### config.mk
export PLATFORM = sky130hd
export DESIGN_NAME = cfgwr_exec
export DESIGN_NICKNAME = d
export VERILOG_FILES = /design/src/rtl/cfgwr_pkg.sv /design/src/rtl/cfgwr_argcap.sv /design/src/rtl/cfgwr_lane.sv /design/src/rtl/cfgwr_delay.sv /design/src/rtl/cfgwr_exec.sv
export SDC_FILE = /design/constraint.sdc
export NUM_CORES = 1
export LEC_CHECK = 0
export ABC_AREA = 1
export BUFFER_PORTS_ARGS = -buffer_cell sky130_fd_sc_hd__clkbuf_2
export CAP_MARGIN = 20
export CORE_ASPECT_RATIO = 1.4
export CORE_MARGIN = 1.5
export CORE_UTILIZATION = 50
export CTS_BUF_LIST = sky130_fd_sc_hd__clkbuf_8
export CTS_CLUSTER_DIAMETER = 80
export DETAILED_ROUTE_END_ITERATION = 16
export GPL_TIMING_DRIVEN = 0
export PLACE_DENSITY_LB_ADDON = 0.08
export SLEW_MARGIN = 20
export SYNTH_ARGS = -nofsm -noshare
export SYNTH_HDL_FRONTEND = slang
export SYNTH_SLANG_ARGS = --single-unit
export TNS_END_PERCENT = 1
### constraint.sdc
create_clock -name clk -period 7.65 [get_ports clk]
set_input_delay 1.53 -clock clk [delete_from_list [all_inputs] [get_ports clk]]
set_output_delay 1.53 -clock clk [all_outputs]
set_load 0.005 [all_outputs]
### src/rtl/cfgwr_pkg.sv
package cfgwr_pkg;

    localparam int WORD_W = 32;
    localparam int BE_W   = WORD_W / 8;
    localparam int OFF_W  = $clog2(BE_W);
    localparam int POS_W  = $clog2(WORD_W);
    localparam int NARG   = 4;
    localparam int IDX_W  = $clog2(NARG);

    localparam logic [WORD_W-1:0] OPC_STORE = 32'h5853_5907;

    localparam logic [7:0] SZ_BYTE    = 8'd0;
    localparam logic [7:0] SZ_HALF    = 8'd1;
    localparam logic [7:0] SZ_WORD    = 8'd2;
    localparam logic [7:0] SZ_FIELD_A = 8'd3;
    localparam logic [7:0] SZ_FIELD_B = 8'd4;
    localparam logic [7:0] POS_LIMIT  = 8'(WORD_W);

    // argument slots in arrival order
    localparam int ARG_KIND  = 0;
    localparam int ARG_ADDR  = 1;
    localparam int ARG_DATA  = 2;
    localparam int ARG_DELAY = 3;

    typedef enum logic [2:0] {
        ST_IDLE,
        ST_ARGS,
        ST_EXEC,
        ST_MERGE,
        ST_WAIT
    } st_e;

    typedef struct packed {
        logic [7:0] rsvd;
        logic [7:0] hi;
        logic [7:0] lo;
        logic [7:0] size;
    } kind_word_t;

    typedef struct packed {
        logic [WORD_W-1:0] kind;
        logic [WORD_W-1:0] addr;
        logic [WORD_W-1:0] data;
        logic [WORD_W-1:0] delay;
    } cmd_t;

    function automatic logic [WORD_W-1:0] field_mask(
        input logic [POS_W-1:0] lo,
        input logic [POS_W-1:0] hi
    );
        logic [WORD_W-1:0] up, dn;
        up = {WORD_W{1'b1}} << lo;
        dn = {WORD_W{1'b1}} >> (POS_W'(WORD_W - 1) - hi);
        return up & dn;
    endfunction

endpackage

### src/rtl/cfgwr_argcap.sv
module cfgwr_argcap
    import cfgwr_pkg::*;
(
    input  logic                        clk,
    input  logic                        rst,
    input  logic                        cap_en,
    input  logic [IDX_W-1:0]            cap_idx,
    input  logic [WORD_W-1:0]           cap_word,
    output logic [NARG-1:0][WORD_W-1:0] args
);

    for (genvar g = 0; g < NARG; g++) begin : g_slot
        always_ff @(posedge clk) begin
            if (rst) begin
                args[g] <= '0;
            end else if (cap_en && cap_idx == IDX_W'(g)) begin
                args[g] <= cap_word;
            end
        end
    end

endmodule

### src/rtl/cfgwr_lane.sv
module cfgwr_lane
    import cfgwr_pkg::*;
(
    input  logic [WORD_W-1:0] kind,
    input  logic [WORD_W-1:0] addr,
    input  logic [WORD_W-1:0] data,
    input  logic [WORD_W-1:0] rd_data,
    output logic              bad,
    output logic              field,
    output logic [WORD_W-1:0] wr_addr,
    output logic [WORD_W-1:0] wr_data,
    output logic [BE_W-1:0]   wr_be
);

    kind_word_t        kw;
    logic [OFF_W-1:0]  off;
    logic [WORD_W-1:0] mask;

    assign kw      = kind_word_t'(kind);
    assign off     = addr[OFF_W-1:0];
    assign wr_addr = {addr[WORD_W-1:OFF_W], {OFF_W{1'b0}}};
    assign mask    = field_mask(kw.lo[POS_W-1:0], kw.hi[POS_W-1:0]);

    always_comb begin
        field   = (kw.size == SZ_FIELD_A) || (kw.size == SZ_FIELD_B);
        bad     = (kw.rsvd != 8'd0) || (kw.size > SZ_FIELD_B);
        wr_data = data;
        wr_be   = {BE_W{1'b1}};
        case (kw.size)
            SZ_BYTE: begin
                wr_data = {BE_W{data[7:0]}};
                wr_be   = BE_W'(1) << off;
            end
            SZ_HALF: begin
                wr_data = {(BE_W/2){data[15:0]}};
                wr_be   = BE_W'(3) << {off[OFF_W-1:1], 1'b0};
                bad     = bad | off[0];
            end
            SZ_WORD: begin
                wr_data = data;
            end
            default: begin
                if (field) begin
                    if (kw.lo >= POS_LIMIT || kw.hi >= POS_LIMIT || kw.hi < kw.lo) begin
                        bad = 1'b1;
                    end
                    wr_data = (rd_data & ~mask)
                            | ((data << kw.lo[POS_W-1:0]) & mask);
                end
            end
        endcase
    end

endmodule

### src/rtl/cfgwr_delay.sv
module cfgwr_delay #(
    parameter int DLY_W = 32
) (
    input  logic             clk,
    input  logic             rst,
    input  logic             load,
    input  logic [DLY_W-1:0] load_val,
    output logic             last
);

    logic [DLY_W-1:0] cnt;

    always_ff @(posedge clk) begin
        if (rst) begin
            cnt <= '0;
        end else if (load) begin
            cnt <= load_val;
        end else if (cnt != '0) begin
            cnt <= cnt - DLY_W'(1);
        end
    end

    assign last = (cnt == DLY_W'(1));

endmodule

### src/rtl/cfgwr_exec.sv
module cfgwr_exec
    import cfgwr_pkg::*;
#(
    parameter int DLY_W = 32
) (
    input  logic        clk,
    input  logic        rst,
    input  logic        in_valid,
    input  logic [31:0] in_data,
    output logic        in_ready,
    output logic        mem_rd_en,
    output logic [31:0] mem_rd_addr,
    input  logic [31:0] mem_rd_data,
    output logic        mem_wr_en,
    output logic [31:0] mem_wr_addr,
    output logic [31:0] mem_wr_data,
    output logic [3:0]  mem_wr_be,
    output logic        busy,
    output logic        err
);

    st_e                        state;
    logic [IDX_W-1:0]           arg_idx;
    logic [NARG-1:0][WORD_W-1:0] args;
    cmd_t                       cmd;
    logic                       accept;
    logic                       bad, field;
    logic [WORD_W-1:0]          lane_addr;
    logic                       do_store, dly_load, dly_last, zero_delay;

    assign cmd.kind  = args[ARG_KIND];
    assign cmd.addr  = args[ARG_ADDR];
    assign cmd.data  = args[ARG_DATA];
    assign cmd.delay = args[ARG_DELAY];

    assign in_ready   = (state == ST_IDLE) || (state == ST_ARGS);
    assign accept     = in_valid && in_ready;
    assign busy       = (state != ST_IDLE);
    assign zero_delay = (cmd.delay[DLY_W-1:0] == '0);

    cfgwr_argcap u_cap (
        .clk      (clk),
        .rst      (rst),
        .cap_en   (accept && state == ST_ARGS),
        .cap_idx  (arg_idx),
        .cap_word (in_data),
        .args     (args)
    );

    cfgwr_lane u_lane (
        .kind    (cmd.kind),
        .addr    (cmd.addr),
        .data    (cmd.data),
        .rd_data (mem_rd_data),
        .bad     (bad),
        .field   (field),
        .wr_addr (lane_addr),
        .wr_data (mem_wr_data),
        .wr_be   (mem_wr_be)
    );

    assign do_store  = ((state == ST_EXEC) && !bad && !field) || (state == ST_MERGE);
    assign dly_load  = do_store;
    assign mem_wr_en = do_store;
    assign mem_rd_en = (state == ST_EXEC) && !bad && field;
    assign mem_wr_addr = lane_addr;
    assign mem_rd_addr = lane_addr;

    cfgwr_delay #(.DLY_W(DLY_W)) u_dly (
        .clk      (clk),
        .rst      (rst),
        .load     (dly_load),
        .load_val (cmd.delay[DLY_W-1:0]),
        .last     (dly_last)
    );

    always_ff @(posedge clk) begin
        if (rst) begin
            state   <= ST_IDLE;
            arg_idx <= '0;
            err     <= 1'b0;
        end else begin
            case (state)
                ST_IDLE: begin
                    if (accept) begin
                        if (in_data == OPC_STORE) begin
                            state   <= ST_ARGS;
                            arg_idx <= '0;
                        end else begin
                            err <= 1'b1;
                        end
                    end
                end
                ST_ARGS: begin
                    if (accept) begin
                        arg_idx <= arg_idx + IDX_W'(1);
                        if (arg_idx == IDX_W'(NARG - 1)) begin
                            state <= ST_EXEC;
                        end
                    end
                end
                ST_EXEC: begin
                    if (bad) begin
                        err   <= 1'b1;
                        state <= ST_IDLE;
                    end else if (field) begin
                        state <= ST_MERGE;
                    end else begin
                        state <= zero_delay ? ST_IDLE : ST_WAIT;
                    end
                end
                ST_MERGE: begin
                    state <= zero_delay ? ST_IDLE : ST_WAIT;
                end
                ST_WAIT: begin
                    if (dly_last) begin
                        state <= ST_IDLE;
                    end
                end
                default: state <= ST_IDLE;
            endcase
        end
    end

endmodule

==> flow_summary.yaml <==
timing:
  report.final.setup_viol: 0
  tightest_slew_ns: 1.011
  setup_ws_ns: 2.492
  rsz0062_at_grt: "no"
  fin_crit_ns: 5.158
  setup_tns_ns: 0
  hold_viol_final: 0
  max_freq_ghz: 0.1939
  final.period_utilization_pct: 67.42
  fin_worst_skew_ns: 0.01237
  slew_viol_final: 0
  relSlewSlack_pct: 32.08
cells_and_area:
  drive_above_1_share_pct: 16.27
  final_util_pct: 58.91
  nFillCells: 2190
  final-instance-count-excl-fill: 2205
  final_area_um2: 12540
  syn_to_final_growth_pct: 15.03
  nets: 2010
global_route:
  grt_pass1_vias: 12000
  grt_antenna_before_repair: 2
  grt_first_pass_wirelength_mm: 70.03
  grt_max_degree: 17
  grt_overflow: 0
  grt_use_total_pct: 41.71
pwr:
  clockPowerShare_pct: 26.5
  switchingPower_mw: 1.018
  p_leak_nw: 5.641
  combPwrFrac_pct: 35.8
  ir_worst_vdd_uv: 360.0
  intPower_mw: 1.670
  power.density_nw_per_um2: 214.4
  netSwitchingFraction_pct: 37.89
  p_seq_share_pct: 37.7
die:
  initial_core_util_pct: 51.22
  rows: 63
  fp.dieW_um: 127.8
  coreArea_um2: 21280
  die-height_um: 177.7
  design.die.area_um2: 22710
  io_pins: 172
worst_setup_path:
  endpoint_kind: "output port"
  reg2regPathDepth: 17
  critical_path_buf_inv_count: 3
  path_max_fanout: 10
  r2r_setup_slack_ns: 4.44
  critical_path_required_ns: 6.12
  worstPathCellList: "buf_2, nor2_1, inv_2, nor2_1, nor2_1, a211oi_1, a21boi_0, o21ai_0, nor2_1, clkbuf_2"
  start_kind: "flop"
  timing.critical_path.slowest_stage_cell: "a211oi_1"
  cp_common_cell: "nor2_1"
  crit_cells: 10
  path_class: "flop to output port"
  max_stage_delay_ns: 0.70
  worstPathArrival_ns: 3.63
  crit_family: "simple AND/OR/NAND/NOR gates"
synthesis:
  netlist_instances: 1741
  yosys.cell_count.top_type: "nand2_1"
  yosysTopAreaCell: "dfxtp_1"
  synth.ff_latch_count: 166
  syn_area_per_cell_um2: 6.261
  synth_edf_count: 0
  yosys_warnings: 0
  syn_area_um2: 10900
  synth_top_area_share_pct: 30.49
  netlist_top_cells_count: "356 x nand2_1, 216 x o21ai_0, 190 x a21oi_1, 175 x inv_1, 167 x nor2_1"
  synthArstFlopShare_pct: 0
  ys_seq_area_share_pct: 30.49
  ys.flop_type: "dfxtp_1"
  synth.area.top_cells: "dfxtp_1 30%, nand2_1 12%, o21ai_0 9.9%"
  ys_types: 45
clocking:
  clk_pin_slew_ns: 0.09
  cts.sinks: 166
  numCtsBuffers: 17
  postCtsSetupBuffers: 0
  htreeDepth: 4
  cts-resized-gates: 0
  hold_buffers: 0
  clock_latency_ns: 0.47
  clockBufferDepth: 2
  cts_tree: "done"
  cts-root-buf: "clkbuf_8"
place:
  pre_cts_ws_ns: 3.273
  numPortBuffers: 166
  gp_congestion: 1.080
  dpl.hpwl_mm: 37.56
  dpl_cell_area_um2: 12080
  placed_cells: 2171
run:
  cap_violations: 0
routing:
  drc: 0
  drtAntennaViolNets: 0
  viasPerCell: 5.833
  num_vias: 12860
  wl_per_cell_um: 21.39
  drtIter0Drc: 1363
  dr.pass1.iters: 6
  drt-total-wl_mm: 47.17
worst_hold_path:
  hold_class: "flop to flop"
  holdPathStages: 2
status:
  outcome: "finished clean"
worst min-delay path, stage by stage, from the launching register on:
cell and delay (ns):
dfxtp_1 0.30, inv_1 0.06, a21oi_1 0.06
cell usage in the layout, fill, tap and decap left out, drive strengths merged, types with 3 or more instances in the layout:
cell type  instances
nor4               6
inv              182
o21ai            222
dfxtp            166
o22ai              3
a22oi              7
o211ai            17
nor2             183
diode              3
nand4             23
clkbuf           250
bufinv             4
buf               91
nor3              23
ha                13
xnor2             10
a21oi            190
a211oi             9
nand2            360
conb               4
nand3            140
clkinv             8
nand3b             3
xor2              15
layout make-up:
cell class | instances | area (µm²) | area share [%]
Buffer | 154 | 883.3 | 7.045
Sequential cell | 166 | 3323 | 26.50
Multi-Input combinational cell | 1240 | 6017 | 47.99
Antenna cell | 3 | 7.507 | 0.05987
Inverter | 184 | 695.7 | 5.548
Clock buffer | 20 | 275.3 | 2.195
Clock inverter | 11 | 172.7 | 1.377
Tap cell | 260 | 325.3 | 2.595
Timing Repair Buffer | 167 | 838.3 | 6.686
logic make-up (layout without fill, tap and decap cells):
group           count (synthesis)  count (layout)  share of synthesized area (%)
compound gates                455             455                          21.87
mux                             2               2                         0.1837
simple gates                  741             741                          29.44
fa+ha+maj                      13              13                          1.492
flops                         166             166                          30.49
xor+xnor                       25              25                          2.009
other cells                     1               7                        0.03440
buf+inv                       338             536                          14.49
flip-flops by register name, indices dropped and copies added (netlist names):
register	count
err	1
u_dly.cnt	32
arg_idx	2
state	3
u_cap.args	128
power by group through the flow:
stage                     Sequential (mW)  Clock [mW]  Combinational [mW]
after detailed placement             1.03           0               0.938
final                                1.01       0.712               0.963
after global routing                 1.02       0.745                1.07
after CTS                            1.01       0.706               0.947
after floorplan                      1.01           0               0.729
after global placement               1.03           0               0.917
path summary, 6_finish.rpt:
kind                          end            from
setup reg to reg    u_dly.cnt[17]  u_cap.args[10]
hold reg to reg    u_cap.args[27]  u_cap.args[27]
hold / removal     u_cap.args[27]  u_cap.args[27]
setup / recovery  mem_wr_data[24]   u_cap.args[9]
per-layer routing:
metal	track usage [%]	vias up	wire, µm
met1	43.07	5807	16190
met5	0	-	0
li1	-	6054	-
met2	70.97	764	22180
met3	7.567	237	3672
met4	38.81	0	5135
through the flow:
| stage | total power, mW | hold slack [ns] |
|---|---|---|
| floorplan | 1.740 | 0.4290 |
| CTS | 2.664 | 0.4683 |
| finish | 2.688 | 0.4706 |
| global route | 2.840 | 0.4805 |
| detailed placement | 1.967 | 0.4542 |
| global placement | 1.946 | 0.4413 |
(Power assumes the default switching activity.)
